[config.mk]
export PLATFORM = sky130hd
export DESIGN_NAME = i2c_tx_engine
export DESIGN_NICKNAME = d
export VERILOG_FILES = /design/src/rtl/i2c_tx_pkg.sv /design/src/rtl/i2c_tx_ctrl.sv /design/src/rtl/i2c_tx_datapath.sv /design/src/rtl/i2c_tx_engine.sv
export SDC_FILE = /design/constraint.sdc
export NUM_CORES = 1
export LEC_CHECK = 0
export BUFFER_PORTS_ARGS = -buffer_cell sky130_fd_sc_hd__buf_2
export CAP_MARGIN = 20
export CORE_MARGIN = 1
export CORE_UTILIZATION = 55
export CTS_CLUSTER_DIAMETER = 150
export CTS_CLUSTER_SIZE = 25
export DETAILED_ROUTE_END_ITERATION = 8
export PLACE_DENSITY = 0.88
export SYNTH_ARGS = -nofsm -noshare
export SYNTH_HDL_FRONTEND = slang
export SYNTH_SLANG_ARGS = --single-unit
[constraint.sdc]
create_clock -name clk -period 6 [get_ports clk]
set_input_delay 0.6 -clock clk [delete_from_list [all_inputs] [get_ports clk]]
set_output_delay 0.6 -clock clk [all_outputs]
set_load 0.02 [all_outputs]
[src/rtl/i2c_tx_pkg.sv]
package i2c_tx_pkg;
  localparam int DATA_W = 8;
  localparam int CODE_W = 3;
  localparam int CNT_W  = 4;
  localparam int ADDR_W = 2;

  localparam logic [ADDR_W-1:0] ADDR_CTRL = 2'd0;
  localparam logic [ADDR_W-1:0] ADDR_DATA = 2'd1;
  localparam logic [ADDR_W-1:0] ADDR_STAT = 2'd2;

  localparam int CTRL_TXIE_BIT = 4;
  localparam int CTRL_TEIE_BIT = 5;

  typedef struct packed {
    logic loadShift;
    logic shiftNext;
    logic sampleAck;
    logic frameDone;
  } txStrobe_t;

  typedef enum logic [1:0] {ST_IDLE, ST_LOW, ST_HIGH} txState_t;

  function automatic logic [CNT_W-1:0] frameLen(input logic [CODE_W-1:0] code);
    if (code == '0) return CNT_W'(9);
    return CNT_W'(code) + CNT_W'(1);
  endfunction
endpackage

[src/rtl/i2c_tx_ctrl.sv]
module i2c_tx_ctrl
  import i2c_tx_pkg::*;
#(
  parameter int HALF_DIV = 4
) (
  input  logic              clk,
  input  logic              rstN,
  input  logic              tdreFlag,
  input  logic [CODE_W-1:0] bitCode,
  output txStrobe_t         strobe,
  output logic              sclOut,
  output logic              busy,
  output logic              ackPhase
);
  localparam int DIV_W = (HALF_DIV > 1) ? $clog2(HALF_DIV) : 1;
  localparam logic [DIV_W-1:0] DIV_LAST = DIV_W'(HALF_DIV - 1);

  txState_t         state;
  logic [DIV_W-1:0] divCnt;
  logic [CNT_W-1:0] bitIdx;
  logic [CNT_W-1:0] lenReg;
  logic             sclReg;
  logic             phaseEnd;
  logic             lastBit;

  assign phaseEnd = (divCnt == DIV_LAST);
  assign lastBit  = (bitIdx == lenReg - CNT_W'(1));
  assign busy     = (state != ST_IDLE);
  assign ackPhase = busy && lastBit;
  assign sclOut   = sclReg;

  always_comb begin
    strobe = '0;
    unique case (state)
      ST_IDLE: strobe.loadShift = !tdreFlag;
      ST_LOW:  strobe.sampleAck = phaseEnd && lastBit;
      ST_HIGH: begin
        strobe.frameDone = phaseEnd && lastBit;
        strobe.shiftNext = phaseEnd && !lastBit;
      end
      default: strobe = '0;
    endcase
  end

  always_ff @(posedge clk or negedge rstN) begin
    if (!rstN) begin
      state  <= ST_IDLE;
      divCnt <= '0;
      bitIdx <= '0;
      lenReg <= CNT_W'(9);
      sclReg <= 1'b1;
    end else begin
      unique case (state)
        ST_IDLE: begin
          if (!tdreFlag) begin
            lenReg <= frameLen(bitCode);
            bitIdx <= '0;
            divCnt <= '0;
            sclReg <= 1'b0;
            state  <= ST_LOW;
          end
        end
        ST_LOW: begin
          if (phaseEnd) begin
            divCnt <= '0;
            sclReg <= 1'b1;
            state  <= ST_HIGH;
          end else begin
            divCnt <= divCnt + DIV_W'(1);
          end
        end
        ST_HIGH: begin
          if (phaseEnd) begin
            divCnt <= '0;
            sclReg <= 1'b0;
            if (lastBit) begin
              state <= ST_IDLE;
            end else begin
              bitIdx <= bitIdx + CNT_W'(1);
              state  <= ST_LOW;
            end
          end else begin
            divCnt <= divCnt + DIV_W'(1);
          end
        end
        default: state <= ST_IDLE;
      endcase
    end
  end
endmodule

[src/rtl/i2c_tx_datapath.sv]
module i2c_tx_datapath
  import i2c_tx_pkg::*;
(
  input  logic              clk,
  input  logic              rstN,
  input  logic              wrEn,
  input  logic [ADDR_W-1:0] wrAddr,
  input  logic [DATA_W-1:0] wrData,
  input  logic              sclIn,
  input  logic              sdaIn,
  input  txStrobe_t         strobe,
  input  logic              busy,
  input  logic              ackPhase,
  output logic              sdaOut,
  output logic              tdreFlag,
  output logic              tendFlag,
  output logic              ackBit,
  output logic [CODE_W-1:0] bitCode,
  output logic              txIntEn,
  output logic              tendIntEn
);
  logic [DATA_W-1:0] dataReg;
  logic [DATA_W-1:0] shiftReg;
  logic              ctrlWr;
  logic              dataWr;
  logic              statWr;
  logic              codeOk;

  assign ctrlWr = wrEn && (wrAddr == ADDR_CTRL);
  assign dataWr = wrEn && (wrAddr == ADDR_DATA);
  assign statWr = wrEn && (wrAddr == ADDR_STAT);
  assign codeOk = (wrData[CODE_W-1:0] == '0) || (!busy && !sclIn);

  assign sdaOut = !busy || ackPhase || shiftReg[DATA_W-1];

  always_ff @(posedge clk or negedge rstN) begin
    if (!rstN) begin
      txIntEn   <= 1'b0;
      tendIntEn <= 1'b0;
      bitCode   <= '0;
    end else begin
      if (strobe.frameDone) bitCode <= '0;
      if (ctrlWr) begin
        txIntEn   <= wrData[CTRL_TXIE_BIT];
        tendIntEn <= wrData[CTRL_TEIE_BIT];
        if (codeOk) bitCode <= wrData[CODE_W-1:0];
      end
    end
  end

  always_ff @(posedge clk or negedge rstN) begin
    if (!rstN) begin
      dataReg  <= '0;
      shiftReg <= '0;
      tdreFlag <= 1'b1;
    end else begin
      if (strobe.loadShift) begin
        shiftReg <= dataReg;
        tdreFlag <= 1'b1;
      end else if (strobe.shiftNext) begin
        shiftReg <= {shiftReg[DATA_W-2:0], 1'b0};
      end
      if (dataWr) begin
        dataReg  <= wrData;
        tdreFlag <= 1'b0;
      end
    end
  end

  always_ff @(posedge clk or negedge rstN) begin
    if (!rstN) begin
      tendFlag <= 1'b0;
      ackBit   <= 1'b0;
    end else begin
      if (strobe.sampleAck) begin
        ackBit <= sdaIn;
        if (tdreFlag) tendFlag <= 1'b1;
      end
      if (statWr && wrData[0]) tendFlag <= 1'b0;
    end
  end
endmodule

[src/rtl/i2c_tx_engine.sv]
module i2c_tx_engine
  import i2c_tx_pkg::*;
#(
  parameter int HALF_DIV = 4
) (
  input  logic        clk,
  input  logic        rstN,
  input  logic        wrEn,
  input  logic [1:0]  wrAddr,
  input  logic [7:0]  wrData,
  input  logic        sclIn,
  input  logic        sdaIn,
  output logic        sclOut,
  output logic        sdaOut,
  output logic        txiReq,
  output logic        teiReq,
  output logic        tdreFlag,
  output logic        tendFlag,
  output logic        ackBit,
  output logic [2:0]  bitCode,
  output logic        busy
);
  txStrobe_t strobe;
  logic      ackPhase;
  logic      txIntEn;
  logic      tendIntEn;

  i2c_tx_ctrl #(.HALF_DIV(HALF_DIV)) i_ctrl (
    .clk      (clk),
    .rstN     (rstN),
    .tdreFlag (tdreFlag),
    .bitCode  (bitCode),
    .strobe   (strobe),
    .sclOut   (sclOut),
    .busy     (busy),
    .ackPhase (ackPhase)
  );

  i2c_tx_datapath i_dp (
    .clk       (clk),
    .rstN      (rstN),
    .wrEn      (wrEn),
    .wrAddr    (wrAddr),
    .wrData    (wrData),
    .sclIn     (sclIn),
    .sdaIn     (sdaIn),
    .strobe    (strobe),
    .busy      (busy),
    .ackPhase  (ackPhase),
    .sdaOut    (sdaOut),
    .tdreFlag  (tdreFlag),
    .tendFlag  (tendFlag),
    .ackBit    (ackBit),
    .bitCode   (bitCode),
    .txIntEn   (txIntEn),
    .tendIntEn (tendIntEn)
  );

  assign txiReq = tdreFlag && txIntEn;
  assign teiReq = tendFlag && tendIntEn;
endmodule

==> flow_metrics.py, run 1 <==
metrics = {
    "detailed_routing": {
        "drt-vias-per-instance": 5.65,
        "drt-total-wl_mm": 3.67,
        "vias": 1469,
        "drt-pass1-iter-count": 4,
        "drc": 0,
        "drt_first_iter_violations": 29,
        "wl_per_cell_um": 14.1,
        "antenna_left": 0,
    },
    "global_routing": {
        "grt_pass1_vias": 1394,
        "grt_overflow": 0,
        "grt_max_degree": 38,
        "grt_pass1_wl_mm": 6.08,
        "antenna_found_initial": 0,
        "track_usage_pct": 22.6,
    },
    "pwr": {
        "leakage_nw": 1.03,
        "p_comb_share_pct": 44.2,
        "p_sw_mw": 0.429,
        "power.density_nw_per_um2": 475,
        "p_int_mw": 0.619,
        "switching_share_pct": 40.9,
        "vdd_drop_max_v": 0.000272,
        "seq_power_share_pct": 38.7,
        "total_power_mw": 1.05,
        "clock_power_share_pct": 17.1,
    },
    "clocking": {
        "clock_latency_ns": 0.34,
        "clock_path_buffers": 2,
        "cts_setup_buffers": 0,
        "cts_root_buffer": "clkbuf_4",
        "cts_tree": "yes",
        "path_clk_slew_ns": 0.10,
        "cts.sinks": 37,
        "cts_max_level": 2,
        "cts_resized": 0,
        "hold_buffers": 0,
        "cts_inserted_buffers": 5,
    },
    "status": {
        "status": "finished, final reports clean",
    },
    "die": {
        "fp.dieH_um": 61.8,
        "row_count": 21,
        "core_area_sq_um": 3390,
        "start_util_pct": 58.0,
        "chipWidth_um": 61.8,
        "num_io_pins": 26,
        "die_area_sq_um": 3820,
    },
    "cells_and_area": {
        "multi_input_area_sq_um": 957,
        "drive_above_1_share_pct": 25.2,
        "final_core_util_pct": 65.2,
        "final-seq-area_sq_um": 931,
        "syn_to_final_growth_pct": 12.3,
        "num-fill-cells": 258,
        "num_antenna_cells": 0,
        "nets": 238,
    },
    "sta": {
        "skew_ns": 0.00280,
        "layout_setup_ws_ns": 3.17,
        "tns_ns": 0,
        "slew_headroom_pct": 41.2,
        "hold_ws_ns": 0.328,
        "setup_viol": 0,
        "rsz0062_at_grt": "false",
        "maxSlewViolCount": 0,
        "tightest_slew_ns": 0.882,
        "final-hold-violation-count": 0,
        "fin_crit_sh_pct": 47.2,
        "final.min_clock_period_ns": 2.83,
        "max_freq_mhz": 353,
    },
    "worst_setup_path": {
        "cpMaxStageDelayCell": "dfstp_2",
        "worstSetupPathType": "reg2out",
        "crit_fanout": 5,
        "r2r-end": "i_ctrl.bitIdx[2]",
        "arrival_ns": 2.23,
        "cpLargestDelayFamily": "flip-flops",
        "start_kind": "flip-flop",
        "ff2ff_path_depth": 6,
        "path_buf_inv": 2,
        "cp_cell_sequence": "inv_1, ha_1, xnor3_1, nand3_1, nor2_1, or3_1, buf_2",
        "endpoint_kind": "primary output",
        "required_ns": 5.40,
        "ff2ff_setup_slack_ns": 3.75,
        "regToRegStartpoint": "i_ctrl.state[0]",
        "max_stage_delay_ns": 0.57,
    },
    "logic_synthesis": {
        "syn-num-nets": 211,
        "synthFlopType": "dfrtp_1",
        "synth_common_cells": "dfrtp_1, nand2_1, inv_1, a21oi_1, nor2_1",
        "yosysTopAreaCell": "dfrtp_1",
        "ys_seq_elements": 37,
        "synth_edf_count": 0,
        "syn_avg_cell_area_sq_um": 10.6,
        "synthCells": 186,
        "synthTopCellsByArea": "dfrtp_1, mux2_2, ha_1",
        "ys_warn_count": 0,
        "synthMostInstantiatedCell": "dfrtp_1",
        "seq_area_frac_synth_pct": 47.4,
        "synth_cell_types": 42,
        "synth_area_sq_um": 1970,
        "async_flop_share_pct": 100,
        "synth_top_area_share_pct": 42.0,
    },
    "hold_path": {
        "min_path_type": "in2async",
    },
    "run": {
        "drv_cap": 0,
    },
    "placement": {
        "numPortBuffers": 25,
        "dpl.hpwl_mm": 2.65,
        "place_ws_ns": 3.55,
        "gp_congestion": 0.865,
    },
}
==> placed cells by master, fill, tap and decap left out, types with 7 or more instances in the layout <==
master   Yosys  layout
dfrtp_1     33      33
nand2_1     15      15
mux2_2      12      12
nor2_1      13      13
a21oi_1     13      13
mux2i_1      7       7
inv_1       14      14
buf_2        2      25
o21ai_0     12      12
ha_1        10      10
==> worst reg2reg max path, cell delays in order (launching register included) <==
cell and delay [ns]:
dfrtp_1 0.45, inv_1 0.11, ha_1 0.33, nand2b_1 0.53, o21ai_0 0.32, o21ai_0 0.13
mux2_2 0.28
==> area by class of cell <==
class / count / share of cell area [%]
multi-input cells: 130 / 43.3
flip-flops and latches: 37 / 42.2
repair buffers: 25 / 5.67
well taps: 46 / 2.61
clock buffers: 7 / 2.49
inverters: 14 / 2.38
clock inverters: 1 / 1.36
==> stage by stage <==
| stage | std cells | area, sq um |
|---|---|---|
| finish | 260 | 2210 |
| global route | 260 | 2210 |
| CTS | 260 | 2210 |
| detailed placement | 252 | 2120 |
| global placement | 252 | 2120 |
| floorplan | 186 | 1970 |
==> kinds of logic (layout without fill, tap and decap cells) <==
| family | Yosys count | after routing | synth area share [%] |
|---|---|---|---|
| DFF | 37 | 37 | 47.4 |
| xor gates and xnor gates | 7 | 7 | 4.58 |
| and+or+nand+nor | 49 | 49 | 12.4 |
| muxes | 19 | 19 | 10.4 |
| AOI/OAI and AO/OA | 45 | 45 | 14.9 |
| adders and majority gates | 10 | 10 | 6.37 |
| buffers and inverters | 19 | 47 | 3.95 |
==> flip-flops by register name, indices dropped and copies added, names as in the netlist <==
signal          flops
i_ctrl.sclOut       1
i_ctrl.lenReg       4
i_dp.ackBit         1
i_dp.shiftReg       8
i_dp.dataReg        8
i_dp.tendIntEn      1
i_dp.bitCode        3
i_ctrl.divCnt       2
i_ctrl.bitIdx       4
i_dp.tdreFlag       1
i_dp.tendFlag       1
i_ctrl.state        2
i_dp.txIntEn        1
==> power groups by stage <==
stage          logic (mW)  clock network, mW  registers, mW
2_1_floorplan       0.333                  0          0.417
3_3_place_gp        0.440                  0          0.407
3_5_place_dp        0.460                  0          0.411
4_1_cts             0.465              0.183          0.406
5_1_grt             0.525              0.191          0.418
6_report            0.464              0.179          0.405
==> per-layer routing <==
metal	track usage, %	vias up	share of wire [%]
li1	-	713	-
met5	0	-	0
met3	4.76	10	4.3
met2	37.6	28	50
met4	11.7	0	2.5
met1	27.9	718	43
==> worst max path at each step <==
stage	start	to	cells past startpoint
2_1_floorplan	i_ctrl.lenReg[0]	sdaOut	6
3_3_place_gp	i_ctrl.lenReg[0]	sdaOut	7
3_5_place_dp	i_ctrl.lenReg[0]	sdaOut	7
4_1_cts	i_ctrl.lenReg[0]	sdaOut	7
5_1_grt	i_ctrl.lenReg[0]	sdaOut	7
6_report	i_ctrl.lenReg[0]	sdaOut	7
Note: power is estimated with default switching activity, not from simulation.
==> inputs of run 2 (changes only) <==
- ABC_AREA: not set -> 1
- CORE_UTILIZATION: 55 -> 52
- PLACE_DENSITY: 0.88 -> 0.87
- clock period: 6 -> 2.5 ns (I/O delays scaled with it)
==> run 2 against run 1 <==
Effect of this change: first-iteration DRC count increased to 3.3 times the previous value; register-to-register slack got worse by 3.1 ns; critical path depth unchanged; final area increased by 5.8%; via count increased by 18%; critical endpoint unchanged; largest cell class unchanged.
==> flow_metrics.py, run 2 <==
metrics = {
    "cells_and_area": {
        "final_cell_mix": "nand2_1, inv_1, dfrtp_1",
        "drive_above_1_share_pct": 19.3,
        "num-fill-cells": 332,
        "reg.largest.list": "i_dp.dataReg x8, i_dp.shiftReg x8",
        "syn_to_final_growth_pct": 13.2,
        "nets": 309,
        "num_antenna_cells": 0,
        "final_common_cell": "nand2_1",
        "final_area_sq_um": 2340,
    },
    "worst_setup_path": {
        "crit_fanout": 4,
        "cpLargestDelayFamily": "flip-flops",
        "start_kind": "flip-flop",
        "max_stage_delay_ns": 0.55,
        "worstSetupPathType": "reg2out",
        "cpMaxStageDelayCell": "dfstp_2",
        "endpoint_kind": "primary output",
        "required_ns": 2.25,
        "cp_cell_sequence": "inv_2, ha_1, xnor2_1, nor2_4, nand3_4, nand2_1, buf_2",
        "path_buf_inv": 2,
        "arrival_ns": 1.93,
    },
    "clocking": {
        "cts_inserted_buffers": 5,
        "cts_resized": 0,
        "hold_buffers": 0,
        "cts.sinks": 37,
        "cts_root_buffer": "clkbuf_8",
        "clock_path_buffers": 2,
        "path_clk_slew_ns": 0.07,
        "cts_setup_buffers": 0,
        "cts_max_level": 2,
        "cts_tree": "yes",
        "clock_latency_ns": 0.29,
    },
    "logic_synthesis": {
        "async_flop_share_pct": 100,
        "synthTopCellsByArea": "dfrtp_1, nand2_1, inv_1",
        "synthMostInstantiatedCell": "nand2_1",
        "seq_area_frac_synth_pct": 45.1,
        "synth_top_area_share_pct": 40.0,
        "synthMuxAreaShare_pct": 0,
        "syn_avg_cell_area_sq_um": 8.10,
        "synthFlopType": "dfrtp_1",
        "yosysTopAreaCell": "dfrtp_1",
        "synthAdderAreaFrac_pct": 6.06,
        "synth_top_family_by_area": "simple AND/OR/NAND/NOR gates",
        "synth-simple-area-share_pct": 30.5,
        "syn-num-nets": 280,
        "synth_compound_area_share_pct": 7.94,
        "ys_seq_elements": 37,
        "ys_warn_count": 0,
        "synthXorXnorAreaFrac_pct": 1.70,
        "synth_edf_count": 0,
        "synth_area_sq_um": 2060,
        "synth_common_cells": "nand2_1, inv_1, dfrtp_1, o21ai_0, nand3_1",
        "synthCells": 255,
        "synth_cell_types": 29,
    },
    "global_routing": {
        "grt_pass1_vias": 1607,
        "grt_pass1_wl_mm": 6.92,
        "track_usage_pct": 21.8,
        "antenna_found_initial": 0,
        "grt_overflow": 0,
        "grt_max_degree": 38,
    },
    "pwr": {
        "leakage_nw": 1.25,
        "vdd_drop_max_v": 0.000806,
        "power.density_nw_per_um2": 1180,
    },
    "sta": {
        "final-hold-violation-count": 0,
        "max_freq_mhz": 459,
        "rsz0062_at_grt": "false",
        "fin_crit_sh_pct": 87.2,
        "tightest_slew_ns": 0.801,
        "final.min_clock_period_ns": 2.18,
        "setup_viol": 0,
        "hold_ws_ns": 0.0421,
        "maxSlewViolCount": 0,
        "skew_ns": 0.00577,
        "slew_headroom_pct": 46.6,
        "layout_setup_ws_ns": 0.319,
        "tns_ns": 0,
    },
    "placement": {
        "dpl_cell_area_sq_um": 2220,
        "gp_congestion": 0.844,
        "numPortBuffers": 25,
        "dpl.hpwl_mm": 2.94,
        "place_ws_ns": 0.666,
    },
    "detailed_routing": {
        "drt-vias-per-instance": 5.22,
        "vias": 1737,
        "wl_per_cell_um": 12.1,
        "drc": 0,
        "drt-total-wl_mm": 4.03,
        "drt-pass1-iter-count": 4,
        "antenna_left": 0,
        "drt_first_iter_violations": 96,
    },
    "die": {
        "num_io_pins": 26,
        "core_area_sq_um": 3740,
        "fp.dieH_um": 65.0,
        "row_count": 22,
        "start_util_pct": 55.1,
        "chipWidth_um": 65.0,
        "die_area_sq_um": 4230,
    },
    "hold_path": {
        "min_path_type": "in2async",
    },
    "run": {
        "drv_cap": 0,
    },
    "status": {
        "status": "finished, final reports clean",
    },
}
-- run 2: cell types whose count changed after synthesis, moves of 4 or more --
cell / previous run / this run
a21oi_1: 13 / 3
and2_1: 4 / 0
inv_1: 14 / 36
inv_2: 0 / 4
mux2_2: 12 / 0
mux2i_1: 7 / 0
nand2_1: 15 / 80
nand2_2: 0 / 4
nand3_1: 5 / 17
nand4_1: 0 / 5
nor2_4: 0 / 4
o21ai_0: 12 / 19
-- run 2: final timing paths --
kind	from	to	slack, ns	depth (start not counted)
setup reg to reg	i_ctrl.lenReg[0]	i_dp.shiftReg[4]	0.62	9
min in group clk	wrData[7]	i_dp.dataReg[7]	0.17	3
max in group asynchronous	rstN	i_ctrl.bitIdx[3]	1.94	1
setup / recovery	i_ctrl.lenReg[0]	sdaOut	0.32	7
hold / removal	rstN	i_ctrl.state[0]	0.04	1
hold reg to reg	i_ctrl.sclOut	i_ctrl.sclOut	0.47	2
-- run 2: layer usage --
metal	wire [um]	part of all wire (%)	GRT usage [%]
met1	1780	44	27.8
met2	1920	48	34.0
met3	241	6.0	6.69
met4	92	2.3	9.78
met5	0	0	0
-- run 2: metrics by stage --
step	util (%)	std cells	power, mW
6_report	62.4	333	2.76
5_1_grt	62.4	333	2.97
4_1_cts	62.4	333	2.77
3_5_place_dp	59.3	325	2.21
3_3_place_gp	59.3	325	2.15
2_1_floorplan	-	255	1.92
-- run 2: area by class of cell --
type | count | area [sq um] | area share (%)
multi-input combinational | 175 | 955 | 40.8
clock inverter | 1 | 30.0 | 1.28
tap | 48 | 60.1 | 2.57
inverter | 40 | 150 | 6.42
sequential | 37 | 931 | 39.8
clock buffer | 7 | 86.3 | 3.69
timing repair buffer | 25 | 125 | 5.35
-- run 2: cell families (layout without fill, tap and decap cells) --
family,Yosys count,after routing
simple gates,131,131
buf+inv,43,73
flops,37,37
compound gates,30,30
fa+ha+maj,10,10
xor+xnor,4,4
-- run 2: worst reg2reg max path, delay by kind of cell, from the launching register on --
kind | cells | cell delay (ns)
buf+inv | 1 | 0.05
fa+ha+maj | 1 | 0.32
simple gates | 6 | 0.61
flops | 1 | 0.55
xor+xnor | 1 | 0.29
-- run 2: report_power, final --
group,switching [mW],total (mW),internal [mW]
clock,0.206,0.531,0.325
sequential,0.161,0.969,0.808
combinational,0.827,1.26,0.430
==> inputs of run 3 (changes only) <==
- CORE_UTILIZATION: 52 -> 50
- GPL_TIMING_DRIVEN: not set -> 0
- PLACE_DENSITY: 0.87 -> 0.84
==> run 3 against run 2 <==
Effect of this change: sequential power fell by 0.7%; critical path depth did not move; highest routed layer unchanged; clock-buffer cell count rose by 1; largest cell class unchanged; final area fell by 0.32%; largest power group unchanged; via count fell by 2.1%; critical path type unchanged; wire length rose by 1.0%; final cell count rose by 0.90%; maximum frequency rose by 0.58%; global-route usage rose by 0.42 points; non-clock buffer count rose by 3.
==> flow_metrics.py, run 3 (synthesized netlist as in run 2, its figures left out) <==
metrics = {
    "status": {
        "status": "finished, final reports clean",
    },
    "clocking": {
        "cts_tree": "yes",
        "clock_path_buffers": 2,
        "hold_buffers": 0,
        "cts_inserted_buffers": 5,
        "cts_root_buffer": "clkbuf_8",
        "cts.sinks": 37,
        "path_clk_slew_ns": 0.07,
        "cts_max_level": 2,
        "cts_resized": 0,
        "cts_setup_buffers": 0,
        "clock_latency_ns": 0.29,
    },
    "detailed_routing": {
        "drt-vias-per-instance": 5.06,
        "vias": 1700,
        "drt-total-wl_mm": 4.07,
        "antenna_left": 0,
        "wl_per_cell_um": 12.1,
        "drt_first_iter_violations": 99,
        "drc": 0,
        "drt-pass1-iter-count": 4,
    },
    "worst_setup_path": {
        "endpoint_kind": "primary output",
        "start_kind": "flip-flop",
        "cpMaxStageDelayCell": "dfstp_2",
        "arrival_ns": 1.92,
        "worstSetupPathType": "reg2out",
        "required_ns": 2.25,
        "cp_cell_sequence": "inv_2, ha_1, xnor2_1, nor2_4, nand3_4, nand2_1, buf_2",
        "crit_fanout": 4,
        "max_stage_delay_ns": 0.56,
        "cpLargestDelayFamily": "flip-flops",
        "path_buf_inv": 2,
    },
    "sta": {
        "rsz0062_at_grt": "false",
        "final.min_clock_period_ns": 2.17,
        "final-hold-violation-count": 0,
        "setup_viol": 0,
        "layout_setup_ws_ns": 0.332,
        "fin_crit_sh_pct": 86.7,
        "tns_ns": 0,
        "max_freq_mhz": 461,
        "slew_headroom_pct": 46.7,
        "skew_ns": 0.00757,
        "tightest_slew_ns": 0.800,
        "hold_ws_ns": 0.0466,
        "maxSlewViolCount": 0,
    },
    "hold_path": {
        "min_path_type": "in2async",
    },
    "cells_and_area": {
        "nets": 312,
        "final_common_cell": "nand2_1",
        "reg.largest.list": "i_dp.dataReg x8, i_dp.shiftReg x8",
        "num_antenna_cells": 0,
        "final_cell_mix": "nand2_1, inv_1, dfrtp_1",
        "drive_above_1_share_pct": 19.1,
        "final_core_util_pct": 61.3,
        "syn_to_final_growth_pct": 12.8,
    },
    "placement": {
        "numPortBuffers": 25,
        "place_ws_ns": 0.633,
        "gp_congestion": 0.801,
        "dpl.hpwl_mm": 2.95,
    },
    "pwr": {
        "power.density_nw_per_um2": 1130,
        "vdd_drop_max_v": 0.000690,
        "leakage_nw": 1.24,
    },
    "die": {
        "row_count": 22,
        "fp.dieH_um": 66.3,
        "start_util_pct": 54.3,
        "num_io_pins": 26,
        "die_area_sq_um": 4390,
        "chipWidth_um": 66.3,
        "core_area_sq_um": 3800,
    },
    "global_routing": {
        "grt_overflow": 0,
        "grt_max_degree": 38,
        "grt_pass1_vias": 1705,
        "grt_pass1_wl_mm": 7.16,
        "antenna_found_initial": 0,
        "track_usage_pct": 22.2,
    },
    "run": {
        "drv_cap": 0,
    },
}
run 3: changes by cell type in the layout (fill, tap and decap cells not counted), sizes merged:
cell    previous run  this run
buf               25        26
clkbuf             7        10
bufinv             1         0
run 3: layer usage:
metal	vias up	share of wire (%)	global-route usage (%)
met5	-	0	0
met1	790	46	25.0
met4	0	2.1	14.4
met2	33	48	38.3
met3	7	3.5	4.14
li1	870	-	-
run 3: through the flow:
step	cell area [sq um]	power, mW	instances
finish	2330	2.63	336
global route	2330	2.84	336
CTS	2330	2.65	336
detailed placement	2250	2.23	328
global placement	2250	2.18	328
floorplan	2060	1.92	255
run 3: power by group:
group	switching, mW	internal (mW)
clock	0.204	0.198
sequential	0.155	0.808
combinational	0.820	0.448
run 3: final timing paths:
check	start	end	slack, ns	depth (start not counted)
setup / recovery	i_ctrl.lenReg[0]	sdaOut	0.33	7
hold reg to reg	i_dp.ackBit	i_dp.ackBit	0.47	2
hold / removal	rstN	i_ctrl.state[1]	0.05	1
max in group asynchronous	rstN	i_ctrl.bitIdx[2]	1.95	1
setup reg to reg	i_ctrl.lenReg[0]	i_dp.shiftReg[5]	0.59	9
min in group clk	wrData[3]	i_dp.dataReg[3]	0.16	3
run 3: layout make-up:
class | instances | area [sq um]
Fill cell | 337 | 1470
Multi-Input combinational cell | 175 | 955
Sequential cell | 37 | 931
Inverter | 40 | 150
Timing Repair Buffer | 25 | 125
Clock buffer | 8 | 80.1
Tap cell | 48 | 60.1
Buffer | 3 | 28.8
